File: config.mk
export PLATFORM = sky130hd
export DESIGN_NAME = wdog_timer
export DESIGN_NICKNAME = d
export VERILOG_FILES = /design/src/rtl/wdt_pkg.sv /design/src/rtl/wdt_scaler.sv /design/src/rtl/wdt_fsm.sv /design/src/rtl/wdt_regs.sv /design/src/rtl/wdog_timer.sv
export SDC_FILE = /design/constraint.sdc
export NUM_CORES = 1
export LEC_CHECK = 0
export BUFFER_PORTS_ARGS = -buffer_cell sky130_fd_sc_hd__buf_4
export CAP_MARGIN = 20
export CORE_MARGIN = 4
export CORE_UTILIZATION = 61
export CTS_CLUSTER_SIZE = 16
export DETAILED_ROUTE_END_ITERATION = 6
export PLACE_DENSITY = 0.91
export SYNTH_ARGS = -nofsm -noshare
export SYNTH_HDL_FRONTEND = slang
export SYNTH_HIERARCHICAL = 1
export SYNTH_SLANG_ARGS = --single-unit
File: constraint.sdc
create_clock -name clk -period 6.94 [get_ports clk]
set_clock_uncertainty 0.15 [all_clocks]
set_input_delay 1.388 -clock clk [delete_from_list [all_inputs] [get_ports clk]]
set_output_delay 1.388 -clock clk [all_outputs]
set_load 0.02 [all_outputs]
File: src/rtl/wdt_pkg.sv
`timescale 1ns/1ps
package wdt_pkg;
    localparam int PSC_W  = 8;
    localparam int DSEL_W = 2;
    localparam int ADDR_W = 2;

    localparam logic [ADDR_W-1:0] A_CTRL   = 2'd0;
    localparam logic [ADDR_W-1:0] A_RELOAD = 2'd1;
    localparam logic [ADDR_W-1:0] A_COUNT  = 2'd2;
    localparam logic [ADDR_W-1:0] A_STATUS = 2'd3;

    typedef enum logic [1:0] {
        ST_HALT = 2'd0,
        ST_RUN  = 2'd1,
        ST_FIRE = 2'd2
    } wd_state_e;

    typedef struct packed {
        logic [PSC_W-1:0]  psc;
        logic [DSEL_W-1:0] div_sel;
        logic              rst_en;
        logic              irq_en;
        logic              run_en;
    } ctrl_t;
endpackage

File: src/rtl/wdt_scaler.sv
`timescale 1ns/1ps
module wdt_scaler
    import wdt_pkg::*;
#(
    parameter int DIV_BASE_LOG = 4
) (
    input  logic              clk,
    input  logic              rst_n,
    input  logic              run,
    input  logic              restart,
    input  logic [PSC_W-1:0]  psc,
    input  logic [DSEL_W-1:0] div_sel,
    output logic              tick
);
    localparam int NUM_DIV   = 2 ** DSEL_W;
    localparam int DIV_CNT_W = DIV_BASE_LOG + NUM_DIV - 1;

    logic [PSC_W-1:0]     pre_cnt;
    logic [DIV_CNT_W-1:0] div_cnt;
    logic                 pre_hit;
    logic [NUM_DIV-1:0]   div_hit;

    assign pre_hit = run && (pre_cnt == psc);

    always_ff @(posedge clk or negedge rst_n) begin
        if (!rst_n) begin
            pre_cnt <= '0;
            div_cnt <= '0;
        end else if (!run || restart) begin
            pre_cnt <= '0;
            div_cnt <= '0;
        end else begin
            pre_cnt <= pre_hit ? '0 : pre_cnt + PSC_W'(1);
            if (pre_hit) div_cnt <= div_cnt + DIV_CNT_W'(1);
        end
    end

    // Each selectable ratio watches a wider slice of the divider count.
    for (genvar s = 0; s < NUM_DIV; s++) begin : g_div
        assign div_hit[s] = &div_cnt[DIV_BASE_LOG+s-1:0];
    end

    assign tick = pre_hit && div_hit[div_sel];
endmodule

File: src/rtl/wdt_fsm.sv
`timescale 1ns/1ps
module wdt_fsm
    import wdt_pkg::*;
#(
    parameter int             CNT_W       = 16,
    parameter logic [CNT_W-1:0] RESET_COUNT = 16'h8000
) (
    input  logic             clk,
    input  logic             rst_n,
    input  logic             run,
    input  logic             tick,
    input  logic             load,
    input  logic [CNT_W-1:0] load_val,
    input  logic [CNT_W-1:0] reload_val,
    output logic [CNT_W-1:0] cnt_q,
    output logic             fire
);
    localparam logic [CNT_W-1:0] ONE = CNT_W'(1);

    wd_state_e state_q, state_d;

    always_ff @(posedge clk or negedge rst_n) begin
        if (!rst_n) state_q <= ST_HALT;
        else        state_q <= state_d;
    end

    always_comb begin
        state_d = state_q;
        unique case (state_q)
            ST_HALT: if (run) state_d = ST_RUN;
            ST_RUN: begin
                if (!run)                                   state_d = ST_HALT;
                else if (tick && !load && cnt_q == ONE)     state_d = ST_FIRE;
            end
            ST_FIRE: state_d = run ? ST_RUN : ST_HALT;
            default: state_d = ST_HALT;
        endcase
    end

    always_comb begin
        fire = (state_q == ST_FIRE);
    end

    always_ff @(posedge clk or negedge rst_n) begin
        if (!rst_n) begin
            cnt_q <= RESET_COUNT;
        end else if (load) begin
            cnt_q <= load_val;
        end else if (run && tick) begin
            cnt_q <= (cnt_q == '0) ? reload_val : cnt_q - ONE;
        end
    end
endmodule

File: src/rtl/wdt_regs.sv
`timescale 1ns/1ps
module wdt_regs
    import wdt_pkg::*;
#(
    parameter int               DATA_W      = 32,
    parameter int               CNT_W       = 16,
    parameter logic [CNT_W-1:0] RESET_COUNT = 16'h8000
) (
    input  logic              clk,
    input  logic              rst_n,
    input  logic              bus_en,
    input  logic              bus_wr,
    input  logic [ADDR_W-1:0] bus_addr,
    input  logic [DATA_W-1:0] bus_wdata,
    output logic [DATA_W-1:0] bus_rdata,
    input  logic              fire,
    input  logic [CNT_W-1:0]  cnt_q,
    output ctrl_t             ctrl_q,
    output logic [CNT_W-1:0]  reload_q,
    output logic              cnt_load,
    output logic              irq_flag
);
    localparam int CTRL_LO_W = 3 + DSEL_W;
    localparam int PSC_LSB   = 8;

    logic wr_ctrl, wr_reload, wr_status;

    assign wr_ctrl   = bus_en && bus_wr && (bus_addr == A_CTRL);
    assign wr_reload = bus_en && bus_wr && (bus_addr == A_RELOAD);
    assign cnt_load  = bus_en && bus_wr && (bus_addr == A_COUNT);
    assign wr_status = bus_en && bus_wr && (bus_addr == A_STATUS);

    always_ff @(posedge clk or negedge rst_n) begin
        if (!rst_n) begin
            ctrl_q   <= '0;
            reload_q <= RESET_COUNT;
            irq_flag <= 1'b0;
        end else begin
            if (wr_ctrl) begin
                ctrl_q.psc     <= bus_wdata[PSC_LSB+PSC_W-1:PSC_LSB];
                ctrl_q.div_sel <= bus_wdata[CTRL_LO_W-1:3];
                ctrl_q.rst_en  <= bus_wdata[2];
                ctrl_q.irq_en  <= bus_wdata[1];
                ctrl_q.run_en  <= bus_wdata[0];
            end
            if (wr_reload) reload_q <= bus_wdata[CNT_W-1:0];
            // An expiry in the same cycle as a clear wins.
            if (fire && ctrl_q.irq_en)        irq_flag <= 1'b1;
            else if (wr_status && bus_wdata[0]) irq_flag <= 1'b0;
        end
    end

    always_comb begin
        bus_rdata = '0;
        unique case (bus_addr)
            A_CTRL: begin
                bus_rdata[PSC_LSB+PSC_W-1:PSC_LSB] = ctrl_q.psc;
                bus_rdata[CTRL_LO_W-1:0] = {ctrl_q.div_sel, ctrl_q.rst_en,
                                            ctrl_q.irq_en, ctrl_q.run_en};
            end
            A_RELOAD: bus_rdata[CNT_W-1:0] = reload_q;
            A_COUNT:  bus_rdata[CNT_W-1:0] = cnt_q;
            default:  bus_rdata[0]         = irq_flag;
        endcase
    end
endmodule

File: src/rtl/wdog_timer.sv
`timescale 1ns/1ps
module wdog_timer
    import wdt_pkg::*;
#(
    parameter int               DATA_W       = 32,
    parameter int               CNT_W        = 16,
    parameter int               DIV_BASE_LOG = 4,
    parameter logic [CNT_W-1:0] RESET_COUNT  = 16'h8000
) (
    input  logic              clk,
    input  logic              rst_n,
    input  logic              bus_en,
    input  logic              bus_wr,
    input  logic [1:0]        bus_addr,
    input  logic [DATA_W-1:0] bus_wdata,
    output logic [DATA_W-1:0] bus_rdata,
    output logic              irq_o,
    output logic              sys_rst_o
);
    ctrl_t            ctrl_q;
    logic [CNT_W-1:0] reload_q;
    logic [CNT_W-1:0] cnt_q;
    logic             cnt_load;
    logic             tick;
    logic             fire;
    logic             irq_flag;
    logic             run_en;
    logic             rst_en;

    assign run_en = ctrl_q.run_en;
    assign rst_en = ctrl_q.rst_en;

    wdt_regs #(.DATA_W(DATA_W), .CNT_W(CNT_W), .RESET_COUNT(RESET_COUNT)) u_regs (
        .clk(clk), .rst_n(rst_n), .bus_en(bus_en), .bus_wr(bus_wr),
        .bus_addr(bus_addr), .bus_wdata(bus_wdata), .bus_rdata(bus_rdata),
        .fire(fire), .cnt_q(cnt_q), .ctrl_q(ctrl_q), .reload_q(reload_q),
        .cnt_load(cnt_load), .irq_flag(irq_flag)
    );

    wdt_scaler #(.DIV_BASE_LOG(DIV_BASE_LOG)) u_scaler (
        .clk(clk), .rst_n(rst_n), .run(run_en), .restart(cnt_load),
        .psc(ctrl_q.psc), .div_sel(ctrl_q.div_sel), .tick(tick)
    );

    wdt_fsm #(.CNT_W(CNT_W), .RESET_COUNT(RESET_COUNT)) u_fsm (
        .clk(clk), .rst_n(rst_n), .run(run_en), .tick(tick),
        .load(cnt_load), .load_val(bus_wdata[CNT_W-1:0]),
        .reload_val(reload_q), .cnt_q(cnt_q), .fire(fire)
    );

    assign irq_o     = irq_flag;
    assign sys_rst_o = fire && rst_en;
endmodule

==> results_dict.tcl <==
set metrics [dict create \
    status "finished clean" \
    grt_pass1_vias 3184 \
    max_stage_delay_ps 680 \
    synth.most_common_cell "dfrtp_1" \
    grt_use_total_pct 26.45 \
    rows 29 \
    htree_levels 3 \
    post_drt_wl_per_cell_um 19.51 \
    power.share.clock_pct 29.1 \
    via_per_inst 6.610 \
    post-synth-top-area-fraction_pct 38.33 \
    synth_area_per_cell_um2 10.21 \
    path_class "in2out" \
    netlist_area_um2 3983 \
    dpl.hpwl_mm 6.407 \
    cap_violations 0 \
    dr.pass1.iters 6 \
    path_delay_family "adder cells" \
    worst_ep_arrival_time_ps 2870 \
    cp-end-kind "output port" \
    rsz0062_at_grt "false" \
    total_leakage_power_nw 1.919 \
    grt-ovfl-total 0 \
    synthFlopType "dfrtp_1" \
    p_sw_w 0.0003857 \
    crit_chain "buf_4 -> inv_1 -> ha_1 -> a222oi_1 -> mux2i_1 -> buf_4" \
    area_delta_synth_final_pct 10.21 \
    die_w_um 88.80 \
    cts_buffers 9 \
    io_buffers 39 \
    drive_gt1_share_pct 24.05 \
    slew_viol_final 0 \
    ant_nets 0 \
    path_max_fanout 17 \
    r2r_cells 8 \
    clock-root-buffer "clkbuf_8" \
    cts_tree "done" \
    holdBufCountCts 0 \
    path_clk_slew_ps 60 \
    clock-sinks 63 \
    synth_cells 390 \
    max_freq_ghz 0.2271 \
    internal_power_w 0.0007713 \
    final_nets 465 \
    grt_max_degree 64 \
    worst_setup_path_start_kind "input pin" \
    crit_cells 6 \
    clock_path_buffers 2 \
    cts_setup_buffers 0 \
    synth-async-reset-ratio_pct 100.0 \
    globalplace.congestion 0.8603 \
    tightest_slew_ps 1098 \
    synth_edf_count 0 \
    antenna_found_initial 0 \
    switching_share_pct 33.34 \
    antennaDiodeCount 0 \
    yosysUniqueCellTypes 65 \
    power_frac_comb_pct 26.7 \
    yosysTopAreaCell "dfrtp_1" \
    cp.buffers_inverters 3 \
    start_util_pct 62.72 \
    seqPwrFrac_pct 44.2 \
    ir_drop_mv 0.1902 \
    maxSlewHeadroom_pct 26.58 \
    period_share_pct 63.45 \
    yosys-top-cells-area "dfrtp_1 38%, mux2_4 7.5%, ha_1 3.8%, a21oi_1 3.3%, a222oi_1 3.3%" \
    ys_top_cells_by_count "61 x dfrtp_1, 26 x a21oi_1, 22 x nor2_1" \
    ys_ff_latch 63 \
    ys_seq_area_share_pct 39.65 \
    min_period_ps 4404 \
    p_per_area_nw_per_um2 263.6 \
    ios 72 \
    die_area_um2 7885 \
    cp.required_ps 5400 \
    crit_top_cell "buf_4" \
    hold_violations 0 \
    grt_pass1_wl_mm 15.75 \
    hold_ws_ps 330.8 \
    min_path_type "reg2reg" \
    coreArea_um2 6350 \
    yosys_warnings 6 \
    hold_depth 1 \
    via_count 3285 \
    drc 0 \
    slowest_stage "ha_1" \
    drtIter0Drc 529 \
    dieHeight_um 88.80 \
    routed_wl_mm 9.698 \
    finalSetupViolations 0 \
    clkLatencyLatePin_ps 350 \
    post_cts_resized 0 \
    fin_setup_tns_ps 0 \
]
-- cell type report --
class | count | area [µm²]
repair buffers | 40 | 300.3
clock inverters | 3 | 40.04
fillers | 455 | 1961
inverters | 7 | 26.28
flip-flops and latches | 63 | 1579
multi-input cells | 294 | 2178
clock buffers | 13 | 168.9
well taps | 77 | 96.34
-- routing by layer --
metal	GRT usage (%)	up-vias	wire length [µm]
li1	-	1482	-
met1	34.94	1589	4025
met2	40.62	184	4544
met3	6.238	30	851
met4	13.46	0	277
met5	0	-	0
-- cells in the final DEF, fill, tap and decap left out, drive strengths merged, types with 7 or more instances in the layout --
master / n
dfrtp: 61
buf: 40
mux2: 29
a21oi: 26
nor2: 23
o21ai: 21
nor3: 19
conb: 16
xnor2: 15
nand2: 13
a222oi: 13
clkbuf: 13
nor3b: 12
ha: 12
o31ai: 11
nand3: 9
inv: 7
-- power groups by stage --
| stage | combinational (W) | clock [W] | sequential, W |
|---|---|---|---|
| 2_1_floorplan | 0.000241 | 0 | 0.000485 |
| 3_3_place_gp | 0.000290 | 0 | 0.000510 |
| 3_5_place_dp | 0.000299 | 0 | 0.000514 |
| 4_1_cts | 0.000304 | 0.000341 | 0.000508 |
| 5_1_grt | 0.000337 | 0.000359 | 0.000519 |
| 6_report | 0.000309 | 0.000337 | 0.000512 |
-- logic make-up (layout without fill, tap and decap cells) --
| kind of cell | count (synthesis) | in the layout | synth area share [%] |
|---|---|---|---|
| buffers and inverters | 48 | 63 | 7.226 |
| adder cells (fa/ha/maj) | 12 | 12 | 3.770 |
| AO/OA/AOI/OAI | 94 | 94 | 16.15 |
| other | 1 | 16 | 0.09416 |
| AND/OR/NAND/NOR | 121 | 121 | 17.91 |
| multiplexers | 32 | 32 | 10.84 |
| flip-flops | 63 | 63 | 39.65 |
| XOR/XNOR | 19 | 19 | 4.367 |
-- flip-flops by register name (all words and copies together), names as in the netlist --
| register | flops |
|---|---|
| u_fsm/state_q | 2 |
| u_scaler/pre_cnt | 8 |
| u_scaler/div_cnt | 7 |
| u_regs/ctrl_q | 13 |
| u_regs/irq_flag | 1 |
| u_regs/reload_q | 16 |
| u_fsm/cnt_q | 16 |
-- per-stage QoR --
| stage | worst slack [ps] | cell area (µm²) | utilization [%] | total power, W | std cells |
|---|---|---|---|---|---|
| after floorplan | 3021 | 4039 | - | 0.0007268 | 405 |
| after global placement | 2645 | 4180 | 65.83 | 0.0007990 | 481 |
| final | 2536 | 4389 | 69.12 | 0.001157 | 497 |
| after global routing | 2443 | 4389 | 69.12 | 0.001216 | 497 |
| after detailed placement | 2582 | 4180 | 65.83 | 0.0008133 | 481 |
| after CTS | 2584 | 4389 | 69.12 | 0.001154 | 497 |
-- path summary, 6_finish.rpt --
| path | startpoint | to | slack [ps] |
|---|---|---|---|
| min reg2reg | u_fsm/state_q[1] | u_fsm/state_q[1] | 330 |
| min | u_fsm/state_q[1] | u_fsm/state_q[1] | 330 |
| min in group asynchronous | rst_n | u_regs/ctrl_q[7] | 970 |
| max reg2reg | u_scaler/pre_cnt[3] | u_fsm/cnt_q[12] | 3650 |
| max in group asynchronous | rst_n | u_regs/irq_flag | 5160 |
| max | bus_addr[1] | bus_rdata[0] | 2540 |
(Power assumes the default switching activity.)
